--- src/rtl/wdt_pkg.sv ---
package wdt_pkg;

    localparam int ADDR_W = 3;
    localparam int DATA_W = 16;

    typedef enum logic [ADDR_W-1:0] {
        A_RELOAD = 3'd0,
        A_PERIOD = 3'd1,
        A_CTRL   = 3'd2,
        A_STATUS = 3'd3,
        A_SMIEN  = 3'd4,
        A_GENCTL = 3'd5
    } reg_addr_e;

    // status bit positions
    localparam int STS_FIRST  = 0;
    localparam int STS_SECOND = 1;
    localparam int STS_BLOCK  = 2;
    localparam int STS_W      = 3;

    // control and enable bit positions
    localparam int CTRL_HALT  = 0;
    localparam int EN_WDT     = 0;
    localparam int EN_GLOBAL  = 1;
    localparam int GEN_NOREB  = 0;

    localparam int WIDE_PW    = 10;
    localparam int NARROW_PW  = 6;
    localparam int WIDE_PMAX  = 613;
    localparam int NARROW_PMAX = 39;

endpackage

--- src/rtl/wdt_prescaler.sv ---
module wdt_prescaler #(
    parameter int DIV = 16
) (
    input  logic clk_i,
    input  logic rst_ni,
    input  logic run_i,
    input  logic clr_i,
    output logic tick_o
);
    localparam int DW = (DIV > 1) ? $clog2(DIV) : 1;
    localparam logic [DW-1:0] LAST = DW'(DIV - 1);

    typedef struct packed {
        logic [DW-1:0] pre;
    } pre_state_t;

    pre_state_t st_d, st_q;

    always_comb begin
        st_d = st_q;
        if (clr_i) begin
            st_d.pre = '0;
        end else if (run_i) begin
            if (st_q.pre == LAST) st_d.pre = '0;
            else                  st_d.pre = st_q.pre + DW'(1);
        end
    end

    assign tick_o = run_i && !clr_i && (st_q.pre == LAST);

    always_ff @(posedge clk_i or negedge rst_ni) begin
        if (!rst_ni) st_q <= '0;
        else         st_q <= st_d;
    end
endmodule

--- src/rtl/wdt_counter.sv ---
module wdt_counter #(
    parameter int PW   = 10,
    parameter int PMAX = 613
) (
    input  logic          clk_i,
    input  logic          rst_ni,
    input  logic          tick_i,
    input  logic          reload_i,
    input  logic [PW-1:0] period_i,
    input  logic          noreb_i,
    output logic [PW-1:0] cnt_o,
    output logic          fired_o,
    output logic          reboot_o,
    output logic          set_first_o,
    output logic          set_second_o,
    output logic          set_block_o
);
    typedef struct packed {
        logic [PW-1:0] cnt;
        logic          stage2;
        logic          fired;
        logic          reboot;
    } cnt_state_t;

    cnt_state_t st_d, st_q;
    logic first_d, second_d, block_d;

    always_comb begin
        st_d        = st_q;
        st_d.reboot = 1'b0;
        first_d     = 1'b0;
        second_d    = 1'b0;
        block_d     = 1'b0;
        if (!st_q.fired) begin
            if (reload_i) begin
                st_d.cnt    = period_i;
                st_d.stage2 = 1'b0;
            end else if (tick_i) begin
                if (st_q.cnt <= PW'(1)) begin
                    first_d  = 1'b1;
                    st_d.cnt = period_i;
                    if (st_q.stage2) begin
                        second_d = 1'b1;
                        if (noreb_i) begin
                            block_d = 1'b1;
                        end else begin
                            st_d.reboot = 1'b1;
                            st_d.fired  = 1'b1;
                        end
                    end else begin
                        st_d.stage2 = 1'b1;
                    end
                end else begin
                    st_d.cnt = st_q.cnt - PW'(1);
                end
            end
        end
    end

    always_ff @(posedge clk_i or negedge rst_ni) begin
        if (!rst_ni) begin
            st_q.cnt    <= PW'(PMAX);
            st_q.stage2 <= 1'b0;
            st_q.fired  <= 1'b0;
            st_q.reboot <= 1'b0;
        end else begin
            st_q <= st_d;
        end
    end

    assign cnt_o        = st_q.cnt;
    assign fired_o      = st_q.fired;
    assign reboot_o     = st_q.reboot;
    assign set_first_o  = first_d;
    assign set_second_o = second_d;
    assign set_block_o  = block_d;
endmodule

--- src/rtl/wdt_regs.sv ---
module wdt_regs
    import wdt_pkg::*;
#(
    parameter bit WIDE = 1'b1,
    parameter int PW   = 10,
    parameter int PMAX = 613
) (
    input  logic              clk_i,
    input  logic              rst_ni,
    input  logic [ADDR_W-1:0] addr_i,
    input  logic [DATA_W-1:0] wdata_i,
    input  logic              we_i,
    input  logic              wide_i,
    input  logic [PW-1:0]     cnt_i,
    input  logic              set_first_i,
    input  logic              set_second_i,
    input  logic              set_block_i,
    output logic [DATA_W-1:0] rdata_o,
    output logic              reload_wr_o,
    output logic [PW-1:0]     period_o,
    output logic              halt_o,
    output logic              noreb_o,
    output logic              wdt_en_o,
    output logic              glb_en_o,
    output logic              first_sts_o
);
    localparam logic [DATA_W-1:0] PER_MASK = WIDE ? 16'hFFFF : 16'h00FF;

    typedef struct packed {
        logic [DATA_W-1:0] period;
        logic [DATA_W-1:0] ctrl;
        logic [DATA_W-1:0] smien;
        logic [DATA_W-1:0] gen;
        logic [STS_W-1:0]  sts;
    } reg_state_t;

    reg_state_t st_d, st_q;
    logic [DATA_W-1:0] lane;

    function automatic logic [DATA_W-1:0] merge(input logic [DATA_W-1:0] old_v,
                                                input logic [DATA_W-1:0] new_v,
                                                input logic [DATA_W-1:0] msk);
        return (old_v & ~msk) | (new_v & msk);
    endfunction

    assign lane = wide_i ? 16'hFFFF : 16'h00FF;

    always_comb begin
        st_d = st_q;
        if (we_i) begin
            case (addr_i)
                A_PERIOD: st_d.period = merge(st_q.period, wdata_i, lane) & PER_MASK;
                A_CTRL:   st_d.ctrl   = merge(st_q.ctrl, wdata_i, lane);
                A_SMIEN:  st_d.smien  = merge(st_q.smien, wdata_i, lane);
                A_GENCTL: st_d.gen    = merge(st_q.gen, wdata_i, lane);
                A_STATUS: st_d.sts    = st_q.sts & ~wdata_i[STS_W-1:0];
                default:  ;
            endcase
        end
        if (set_first_i)  st_d.sts[STS_FIRST]  = 1'b1;
        if (set_second_i) st_d.sts[STS_SECOND] = 1'b1;
        if (set_block_i)  st_d.sts[STS_BLOCK]  = 1'b1;
    end

    always_comb begin
        rdata_o = '0;
        case (addr_i)
            A_RELOAD: rdata_o = DATA_W'(cnt_i);
            A_PERIOD: rdata_o = st_q.period;
            A_CTRL:   rdata_o = st_q.ctrl;
            A_STATUS: rdata_o = DATA_W'(st_q.sts);
            A_SMIEN:  rdata_o = st_q.smien;
            A_GENCTL: rdata_o = st_q.gen;
            default:  rdata_o = '0;
        endcase
    end

    always_ff @(posedge clk_i or negedge rst_ni) begin
        if (!rst_ni) begin
            st_q.period <= DATA_W'(PMAX);
            st_q.ctrl   <= DATA_W'(1) << CTRL_HALT;
            st_q.smien  <= '0;
            st_q.gen    <= DATA_W'(1) << GEN_NOREB;
            st_q.sts    <= '0;
        end else begin
            st_q <= st_d;
        end
    end

    assign reload_wr_o = we_i && (addr_i == A_RELOAD);
    assign period_o    = st_q.period[PW-1:0];
    assign halt_o      = st_q.ctrl[CTRL_HALT];
    assign noreb_o     = st_q.gen[GEN_NOREB];
    assign wdt_en_o    = st_q.smien[EN_WDT];
    assign glb_en_o    = st_q.smien[EN_GLOBAL];
    assign first_sts_o = st_q.sts[STS_FIRST];
endmodule

--- src/rtl/wdt_top.sv ---
module wdt_top
    import wdt_pkg::*;
#(
    parameter bit WIDE_MODE = 1'b1,
    parameter int TICK_DIV  = 16
) (
    input  logic        clk_i,
    input  logic        rst_ni,
    input  logic [2:0]  addr_i,
    input  logic [15:0] wdata_i,
    input  logic        we_i,
    input  logic        wide_i,
    output logic [15:0] rdata_o,
    output logic        smi_o,
    output logic        reboot_req_o
);
    localparam int PW   = WIDE_MODE ? WIDE_PW : NARROW_PW;
    localparam int PMAX = WIDE_MODE ? WIDE_PMAX : NARROW_PMAX;

    logic          tick, reload_wr, halt, noreb, wdt_en, glb_en, first_sts;
    logic          fired, set_first, set_second, set_block;
    logic [PW-1:0] period_fld, cnt;

    wdt_regs #(.WIDE(WIDE_MODE), .PW(PW), .PMAX(PMAX)) u_regs (
        .clk_i        (clk_i),
        .rst_ni       (rst_ni),
        .addr_i       (addr_i),
        .wdata_i      (wdata_i),
        .we_i         (we_i),
        .wide_i       (wide_i),
        .cnt_i        (cnt),
        .set_first_i  (set_first),
        .set_second_i (set_second),
        .set_block_i  (set_block),
        .rdata_o      (rdata_o),
        .reload_wr_o  (reload_wr),
        .period_o     (period_fld),
        .halt_o       (halt),
        .noreb_o      (noreb),
        .wdt_en_o     (wdt_en),
        .glb_en_o     (glb_en),
        .first_sts_o  (first_sts)
    );

    wdt_prescaler #(.DIV(TICK_DIV)) u_pre (
        .clk_i  (clk_i),
        .rst_ni (rst_ni),
        .run_i  (!halt && !fired),
        .clr_i  (reload_wr),
        .tick_o (tick)
    );

    wdt_counter #(.PW(PW), .PMAX(PMAX)) u_cnt (
        .clk_i        (clk_i),
        .rst_ni       (rst_ni),
        .tick_i       (tick),
        .reload_i     (reload_wr),
        .period_i     (period_fld),
        .noreb_i      (noreb),
        .cnt_o        (cnt),
        .fired_o      (fired),
        .reboot_o     (reboot_req_o),
        .set_first_o  (set_first),
        .set_second_o (set_second),
        .set_block_o  (set_block)
    );

    assign smi_o = first_sts && wdt_en && glb_en;
endmodule

--- config.mk ---
export PLATFORM = sky130hd
export DESIGN_NAME = wdt_top
export DESIGN_NICKNAME = d
export VERILOG_FILES = /design/src/rtl/wdt_pkg.sv /design/src/rtl/wdt_prescaler.sv /design/src/rtl/wdt_counter.sv /design/src/rtl/wdt_regs.sv /design/src/rtl/wdt_top.sv
export SDC_FILE = /design/constraint.sdc
export NUM_CORES = 1
export LEC_CHECK = 0
export ABC_AREA = 1
export BUFFER_PORTS_ARGS = -buffer_cell sky130_fd_sc_hd__buf_4
export CAP_MARGIN = 10
export CORE_ASPECT_RATIO = 1.25
export CORE_MARGIN = 2
export CORE_UTILIZATION = 30
export CTS_CLUSTER_SIZE = 12
export DETAILED_ROUTE_END_ITERATION = 10
export PLACE_DENSITY = 0.56
export SYNTH_ARGS = -nofsm -noshare
export SYNTH_HDL_FRONTEND = slang
export SYNTH_SLANG_ARGS = --single-unit
--- constraint.sdc ---
create_clock -name clk_i -period 1.47 [get_ports clk_i]
set_input_delay 0.0735 -clock clk_i [delete_from_list [all_inputs] [get_ports clk_i]]
set_output_delay 0.0735 -clock clk_i [all_outputs]
set_load 0.02 [all_outputs]
Word-level counts from Yosys, hierarchy flattened
Index checks and enable logic that the tools add are counted.
{"block": "totals", "register_bits": 84, "input_bits": 23, "output_inout_bits": 18, "wordCells": 95}
{"block": "op_classes", "n_addsub": 2, "n_lt_le_gt_ge": 1, "eq_ne": 6, "muxes": 33, "bitwise_logic": 13, "n_reduce_logical": 28}
{"operator": "16-bit case mux with 6 select lines", "n": 1}
{"operator": "16-bit bitwise AND", "n": 5}
{"operator": "16-bit bitwise OR", "n": 4}
{"operator": "1-bit 2-to-1 mux", "n": 18}
{"operator": "2-bit nonzero test", "n": 9}
{"operator": "16-bit 2-to-1 mux", "n": 1}
{"operator": "16-bit inverter", "n": 1}
{"operator": "2-bit AND reduction", "n": 8}
{"operator": "13-bit 2-to-1 mux", "n": 1}
{"operator": "4-bit 2-to-1 mux", "n": 3}
{"operator": "11-bit 2-to-1 mux", "n": 1}
{"operator": "10-bit by 1-bit <= comparator with 1-bit output, second input constant", "n": 1}
{"operator": "10-bit 2-to-1 mux", "n": 1}
{"operator": "10-bit by 1-bit subtractor with 10-bit output, second input constant", "n": 1}
{"operator": "3-bit 2-to-1 mux", "n": 3}
{"operator": "2-bit 2-to-1 mux", "n": 4}
{"operator": "3-bit by 2-bit == test with 1-bit output, second input constant", "n": 2}
{"operator": "3-bit == test, second input constant", "n": 2}
{"operator": "1-bit logical AND", "n": 6}
{"operator": "4-bit by 1-bit adder with 4-bit output, second input constant", "n": 1}
{"operator": "4-bit == test, second input constant", "n": 1}
{"operator": "3-bit bitwise AND", "n": 1}
{"operator": "3-bit by 1-bit == test with 1-bit output, second input constant", "n": 1}
{"operator": "1-bit zero test", "n": 3}
{"operator": "4 further kinds", "n": 4}

Logic depth before layout (Yosys ltp)
Gate-level depths: netlist of the first run.
{"block": "logic_depth", "word_depth": 10, "mapped_depth": 11, "mapped_depth_nobuf": 11}

Hierarchy
From an unflattened synthesis of the first run, not the netlist that was laid out.
{"block": "hier_totals", "hier_cells": 665, "hier_area_um2": 4954.8}
{"module": "wdt_regs", "n_inst": 1, "cells_per_inst": 459, "area_each_um2": 3567.2, "seq_area_each_um2": 1685.4}
{"module": "wdt_counter", "n_inst": 1, "cells_per_inst": 174, "area_each_um2": 1139.8, "seq_area_each_um2": 331.6}
{"module": "wdt_prescaler", "n_inst": 1, "cells_per_inst": 28, "area_each_um2": 230.2, "seq_area_each_um2": 100.1}
{"module": "wdt_top", "n_inst": 1, "cells_per_inst": 4, "area_each_um2": 17.5, "seq_area_each_um2": 0.0}

Worst setup path before layout of the first run
OpenSTA, ideal clock, no wires.
{"block": "synth_path", "path_kind": "reg2reg", "startpoint": "reg, netlist name u_cnt.cnt_o[0]", "endpoint": "reg, netlist name u_cnt.cnt_o[4]", "setup_ps": 113, "arrival_ps": 1518, "t_required_ps": 1357, "slack_ps": -160, "stages_incl_launch_ff": 11, "n_path_buf": 0, "period_less_slack_ps": 1630, "path_cell_list": "dfstp_2 inv_1 ha_1 o21ai_1 inv_1 nand2_2 nor2_2 nand2_1 nand3_1 nand2_1 inv_1"}
{"block": "synth_via", "elab_chain_cells": 4, "elab_cells_between_ends": 5, "cone_classes": "1 x add/sub; 1 x order compare; 3 x mux"}
{"element": "10-bit by 1-bit subtractor with 10-bit output / 10-bit by 1-bit <= comparator with 1-bit output (equally long branches)", "line": "wdt_counter.sv:54, wdt_counter.sv:39"}
{"element": "10-bit 2-to-1 mux *", "line": "wdt_counter.sv:39", "source": "if (st_q.cnt <= PW'(1)) begin"}
{"element": "13-bit 2-to-1 mux *", "line": "wdt_counter.sv:38", "source": "end else if (tick_i) begin"}
{"element": "11-bit 2-to-1 mux *", "line": "wdt_counter.sv:35", "source": "if (reload_i) begin"}
Every way passes the cells marked *; elsewhere a longest branch is shown, timed or not. The select of a mux whose other input is x is not followed.
A chain may end at the register's enable or synchronous reset.

Worst setup path in the final report of the first run
{"block": "layout_path", "startpoint": "reg, netlist name u_cnt.cnt_o[0]", "endpoint": "reg, netlist name u_cnt.cnt_o[4]"}
{"block": "layout_via", "elab_chain_cells": 4, "elab_cells_between_ends": 5, "cone_classes": "1 x add/sub; 1 x order compare; 3 x mux"}
{"element": "10-bit by 1-bit subtractor with 10-bit output / 10-bit by 1-bit <= comparator with 1-bit output (equally long branches)", "line": "wdt_counter.sv:54, wdt_counter.sv:39"}
{"element": "10-bit 2-to-1 mux *", "line": "wdt_counter.sv:39"}
{"element": "13-bit 2-to-1 mux *", "line": "wdt_counter.sv:38"}
{"element": "11-bit 2-to-1 mux *", "line": "wdt_counter.sv:35"}
Marks and branches as above.

==> results.md, run 1 <==
- Status: finished, violations left
- Failing checks: setup timing
- H-tree depth: 3
- Worst skew pair latency: 340 ps
- Worst slew pin tran: 437 ps
- Routed vias: 3,965
- Layout cells sized above 1: 0.346
- Worst VDD drop: 0.654 mV
- First-pass GRT wire length: between 20,000 and 25,000 um
- Row count: 49
- CP Cell Sequence: inv_2, ha_4, o21ai_4, inv_2, nand2_4, nor2_4, nand2_1, nand3_1, nand2_1, inv_1
- Sw Pwr: 1.88 mW
- Largest stage delay on the critical path: between 500 and 600 ps
- Worst-path clk slew: about 70 ps
- Sw frac: 0.282
- Full die area: 15,700 um2
- Int Power: 4.78 mW
- Core area: 14,400 um2
- Min-Delay Endpoint: u_regs.st_q[9]
- Hpwl dp: ~8900 um
- Most frequent cells in the layout: nand2_1, buf_4, dfrtp_1, inv_1, o21ai_0
- Commonest non-fill, non-tap cell in the layout: nand2_1
- Synth Instances: 535
- Unrepaired setup endpoints after global routing: true
- Worst-case reg-to-reg path depth: 10
- Antenna violations before repair: 0
- Starting Density: 0.307
- Seq/Total Area, Yosys: 0.479
- Area growth, synth to finish: 36.0%
- Pleak: 2.94 nW
- Syn avg cell area: 8.26 um2
- Period minus WS final: 1570 ps
- Max-Cap Viols: 0
- Pin count of the biggest net entering global routing: 34
- Netlist cell types: 32
- Worst slew margin: 0.707
- Worst setup SP type: flop
- Worst reg2reg endpoint: u_cnt.cnt_o[4]
- Via-to-Cell Ratio: 4.82
- Gr usage total: 0.162
- Vias in the first global route: 4,046
- Clock buffer depth: 2
- Fin. max-slew vios: 0
- Hold WC Path Type: in -> reg
- CTS tree: built
- Die Wd: 113 um
- Register-to-Register Setup Slack: -100 ps
- Clock power frac: 0.372
- Post-Layout Cell Count: 822
- Critical Path RT: 1700 ps
- Post-Syn Nets: 561
- Crit path kind: reg -> reg
- TritonCTS Buffers: 9
- Power density cells: 1110 nW/um2
- FMAX: 638 MHz
- Crit path capture type: flop
- Ant. Diodes: 0
- Slowest cell on crit path: dfstp_2
- Netlist Area Pre-Place: approximately 4400 um2
- Gr ovfl total: 0
- Synth Warn #: 0
- HP Start: wdata_i[6]
- Die height: roughly 140 um
- Crit path DAT: 1800 ps
- Final worst-path cycle share: 1.07
- Hold path depth: 3
- Synth Register Bits: 84
- Final wirelength: approximately 13,000 um
- Clk root buf: clkbuf_16
- Clock Sinks: 84
- RD Place Congestion: 0.876
- Nets@finish: 665
- Combinational power share: 0.194
- DR iter-0 viols: around 210
- Port bufs: 40
- Final Hold Violating Endpoints: 0
- DRT Pass-1 Iters: 5
- I/O pins: 41
- # setup viols final: 12
- FF-to-FF Start: u_cnt.cnt_o[0]
- Setup ws final: -96.6 ps
- Core Util, Final: 0.418
- Placed cells: 782
- Detail Route Antenna Nets: 0
- Clock skew: 7.06 ps
- DRC Markers: 0
- Routed WL per cell: 15.2 um
- Sequential share of power: 0.434
- CP Max Fanout: 5
-- cell usage after synthesis (all sizes together) --
cell	count	share of area
o2111ai	6	0.012
buf	12	0.024
a211oi	1	0.0017
o22ai	3	0.0042
a21oi	16	0.018
o221ai	6	0.012
o211ai	3	0.0051
dfstp	12	0.071
a22oi	3	0.0051
ha	3	0.0085
nand4	2	0.0028
nor3	1	0.0011
inv	76	0.066
xor2	2	0.0040
or2	1	0.0014
o21ai	91	0.12
nor2	44	0.057
nand3	29	0.034
dfrtp	72	0.41
nand2	152	0.14
-- worst max-delay path by stage --
stage	from	cells after the start	slack [ps]	to
2_1_floorplan	u_cnt.cnt_o[0]	10	10	u_cnt.cnt_o[4]
3_3_place_gp	u_cnt.cnt_o[4]	7	-80	u_regs.st_q[2]
3_5_place_dp	u_cnt.cnt_o[0]	9	-90	u_cnt.cnt_o[5]
4_1_cts	u_cnt.cnt_o[0]	10	-50	u_cnt.cnt_o[1]
5_1_grt	u_cnt.cnt_o[0]	10	-190	u_cnt.cnt_o[1]
6_report	u_cnt.cnt_o[0]	10	-100	u_cnt.cnt_o[4]
-- what timing repair did --
action                                  in CTS  in global routing
resized for setup                           36                 48
gates cloned                                 1                  1
hold buffers                                15                  0
setup buffers                                3                  4
endpoints found under the setup margin      22                 29
endpoints found under the hold margin       45                  0
pin swaps                                   10                 19
-- metrics by stage --
stage | setup slack, ps | setup TNS [ps] | instance area (um2) | power [mW] | hold slack [ps]
finish | -96.6 | -679 | 6020 | 6.66 | 5.40
global route | -186 | -1850 | 6020 | 7.00 | 25.2
CTS | -51.4 | -250 | 5830 | 6.62 | 4.13
detailed placement | -89.6 | -735 | 5200 | 4.06 | 21.2
global placement | -77.0 | -541 | 5200 | 4.03 | 18.8
floorplan | 11.2 | 0 | 4440 | 3.58 | -222
-- power groups by stage --
stage | logic, mW | registers (mW) | clock network (mW)
floorplan | 0.702 | 2.88 | 0
global placement | 1.11 | 2.91 | 0
detailed placement | 1.13 | 2.92 | 0
CTS | 1.23 | 2.88 | 2.51
global route | 1.43 | 2.93 | 2.64
finish | 1.29 | 2.89 | 2.48
-- worst max-delay path, delay by kind of cell, from the launching register on --
| kind | cells | cell delay [ps] |
|---|---|---|
| DFF | 1 | 560 |
| and+or+nand+nor | 5 | 370 |
| buffers and inverters | 3 | 190 |
| AOI/OAI and AO/OA | 1 | 190 |
| adders and majority gates | 1 | 170 |
-- layer usage --
layer,global-route usage,wire length [um],part of all wire
met1,0.202,5420,0.43
met2,0.280,6380,0.51
met3,0.0314,480,0.038
met4,0.0539,249,0.020
met5,0,0,0
-- layout make-up --
type,count,area [um2]
Timing Repair Buffer,103,878
Fill cell,1444,8390
Sequential cell,84,2120
Inverter,76,293
Clock inverter,4,73.8
Tap cell,178,223
Clock buffer,12,246
Multi-Input combinational cell,365,2180
-- kinds of logic after synthesis --
group / after synthesis / synth area share
AOI/OAI and AO/OA: 129 / 0.181
xor gates and xnor gates: 2 / 0.00396
adders and majority gates: 3 / 0.00849
buffers and inverters: 88 / 0.0897
DFF: 84 / 0.479
and+or+nand+nor: 229 / 0.238
Note: power is estimated with default switching activity, not from simulation.
==> run 2, diff against run 1 <==
- CTS_BUF_LIST: unset -> sky130_fd_sc_hd__clkbuf_2 sky130_fd_sc_hd__clkbuf_4 sky130_fd_sc_hd__clkbuf_8
==> results.md, run 2 (same netlist as run 1, synthesis figures left out) <==
- HP Start: wide_i
- GR Layer Usage met2: 0.280 (unchanged)
- Core area: 14,400 um2 (unchanged)
- DR iter-0 viols: 202 (-1.5%)
- CP Max Fanout: 6 (+1)
- # setup viols final: 14 (+2)
- Crit path capture type: flop
- Die height: 140 um (unchanged)
- Worst slew margin: 0.715 (+0.00722)
- CP Launch Point: u_cnt.cnt_o[0]
- Most Crowded Layer GR: met2
- DRT Pass-1 Iters: 5 (unchanged)
- Pin count of the biggest net entering global routing: 34 (unchanged)
- DRC Markers: 0 (unchanged)
- First-pass GRT wire length: 20,400 um (+0.58%)
- Nets@finish: 672 (+1.1%)
- Hpwl dp: 8880 um (unchanged)
- Fin. max-slew vios: 0 (unchanged)
- Worst-path clk slew: 90 ps (+20 ps)
- Hold WC Path Type: in -> reg
- Final Hold Violating Endpoints: 0 (unchanged)
- Clock buffer depth: 2 (unchanged)
- Area growth, synth to finish: 34.4%
- FMAX: 640 MHz (+0.20%)
- Via-to-Cell Ratio: 4.87 (+1.0%)
- RD Place Congestion: 0.876 (unchanged)
- H-tree depth: 3 (unchanged)
- Routed WL per cell: 15.0 um (-1.3%)
- Antenna violations before repair: 0 (unchanged)
- Setup slack at placement: -89.6 ps (unchanged)
- Commonest non-fill, non-tap cell in the layout: nand2_1
- TritonCTS Buffers: 9 (unchanged)
- Max-Cap Viols: 0 (unchanged)
- Crit path DAT: 1870 ps (+70 ps)
- CTS tree: built
- Gr usage total: 0.164 (+0.00193)
- Final worst-path cycle share: 1.06 (-0.00208)
- Die Wd: 113 um (unchanged)
- Met1 usage: 0.202 (about the same)
- Worst VDD drop: 0.516 mV (-21%)
- Vias in the first global route: 4,026 (-0.49%)
- Full die area: 15,700 um2 (unchanged)
- Most frequent cells in the layout: nand2_1, buf_4, dfrtp_1, inv_1, o21ai_0
- Starting Density: 0.307 (unchanged)
- Clk root buf: clkbuf_8
- FF-to-FF Start: u_cnt.cnt_o[0]
- Worst setup SP type: flop
- Clock skew: 9.47 ps (+2.41 ps)
- Setup ws final: -93.5 ps (+3.06 ps)
- Critical Path RT: 1780 ps (+80 ps)
- Worst skew pair latency: 370 ps (+30 ps)
- Routed vias: 4,040 (+1.9%)
- Status: finished, violations left
- Clock Sinks: 84 (unchanged)
- Final hold slack: 134 ps (+129 ps)
- Worst slew pin tran: 426 ps (-10.8 ps)
- Gr ovfl total: 0 (unchanged)
- Crit path kind: reg -> reg
- Met3 usage: 0.0401 (+0.00871)
- Power density cells: 1030 nW/um2 (-6.6%)
- Row count: 49 (unchanged)
- Fillers: 1,471 (+1.9%)
- Pleak: 2.92 nW (-0.72%)
- Final wirelength: 12,500 um (-0.49%)
- Total power: 6.15 mW (-7.7%)
- Period minus WS final: 1560 ps (-3.06 ps)
- Detail Route Antenna Nets: 0 (unchanged)
- Layout cells sized above 1: 0.361 (+0.0147)
- Port bufs: 40 (unchanged)
- I/O pins: 41 (unchanged)
- Unrepaired setup endpoints after global routing: true
- Ant. Diodes: 0 (unchanged)
- Failing checks: setup timing
run 2: cell types whose count changed in the layout (fill, tap and decap cells not counted), sizes merged:
cell         before  now
clkinvlp          0    1
dlygate4sd3      15   17
inv              76   75
buf              88   94
nor2             45   44
run 2: worst max-delay path: stages, from the launching register on:
cell	delay, ps
dfstp_2	560
inv_2	60
ha_4	160
o21ai_4	190
nor2_4	70
buf_6	130
nand2_2	60
nand2_2	50
nor2_2	100
nor2_1	50
nor2_1	90
run 2: area by class of cell:
cell class / count / area [um2] / area share
multi-input combinational: 364 / 2140 / 0.360
sequential: 84 / 2120 / 0.356
timing repair buffer: 111 / 943 / 0.159
inverter: 76 / 294 / 0.0495
tap: 178 / 223 / 0.0375
clock buffer: 12 / 153 / 0.0257
clock inverter: 4 / 73.8 / 0.0124
run 2: worst paths after layout:
kind	endpoint	depth (start not counted)	slack, ps
min in group asynchronous	async pin	2	150
worst max-delay path	u_cnt.cnt_o[6]	10	-90
worst min register to register	flop	2	490
max in group asynchronous	u_regs.noreb_o	3	730
worst min-delay path	flop	3	130
worst max register to register	u_cnt.cnt_o[6]	10	-90
run 2: what timing repair did:
item / CTS / global route
endpoints found under the hold margin: 107 / 0
hold buffers: 17 / 0
setup endpoints to repair: 26 / 28
setup buffers: 7 / 6
gates cloned: 1 / 0
pin swaps: 16 / 17
gates resized for setup: 40 / 40
run 2: stage by stage:
stage | instances | TNS (ps) | instance area [um2] | util
floorplan | 535 | 0 | 4440 | -
global placement | 782 | -541 | 5200 | 0.361
detailed placement | 782 | -735 | 5200 | 0.361
CTS | 823 | -346 | 5780 | 0.401
global route | 829 | -2100 | 5940 | 0.412
finish | 829 | -797 | 5940 | 0.412
run 2: layer usage:
layer	vias up	share of wire
met5	-	0
met4	0	0.024
met2	98	0.51
met3	22	0.044
met1	1967	0.43
li1	1953	-
run 2: report_power, final:
group	total [mW]	switching [mW]	internal [mW]	leakage [nW]
clock	1.93	0.886	1.04	0.117
combinational	1.33	0.757	0.572	1.76
sequential	2.89	0.183	2.70	1.04
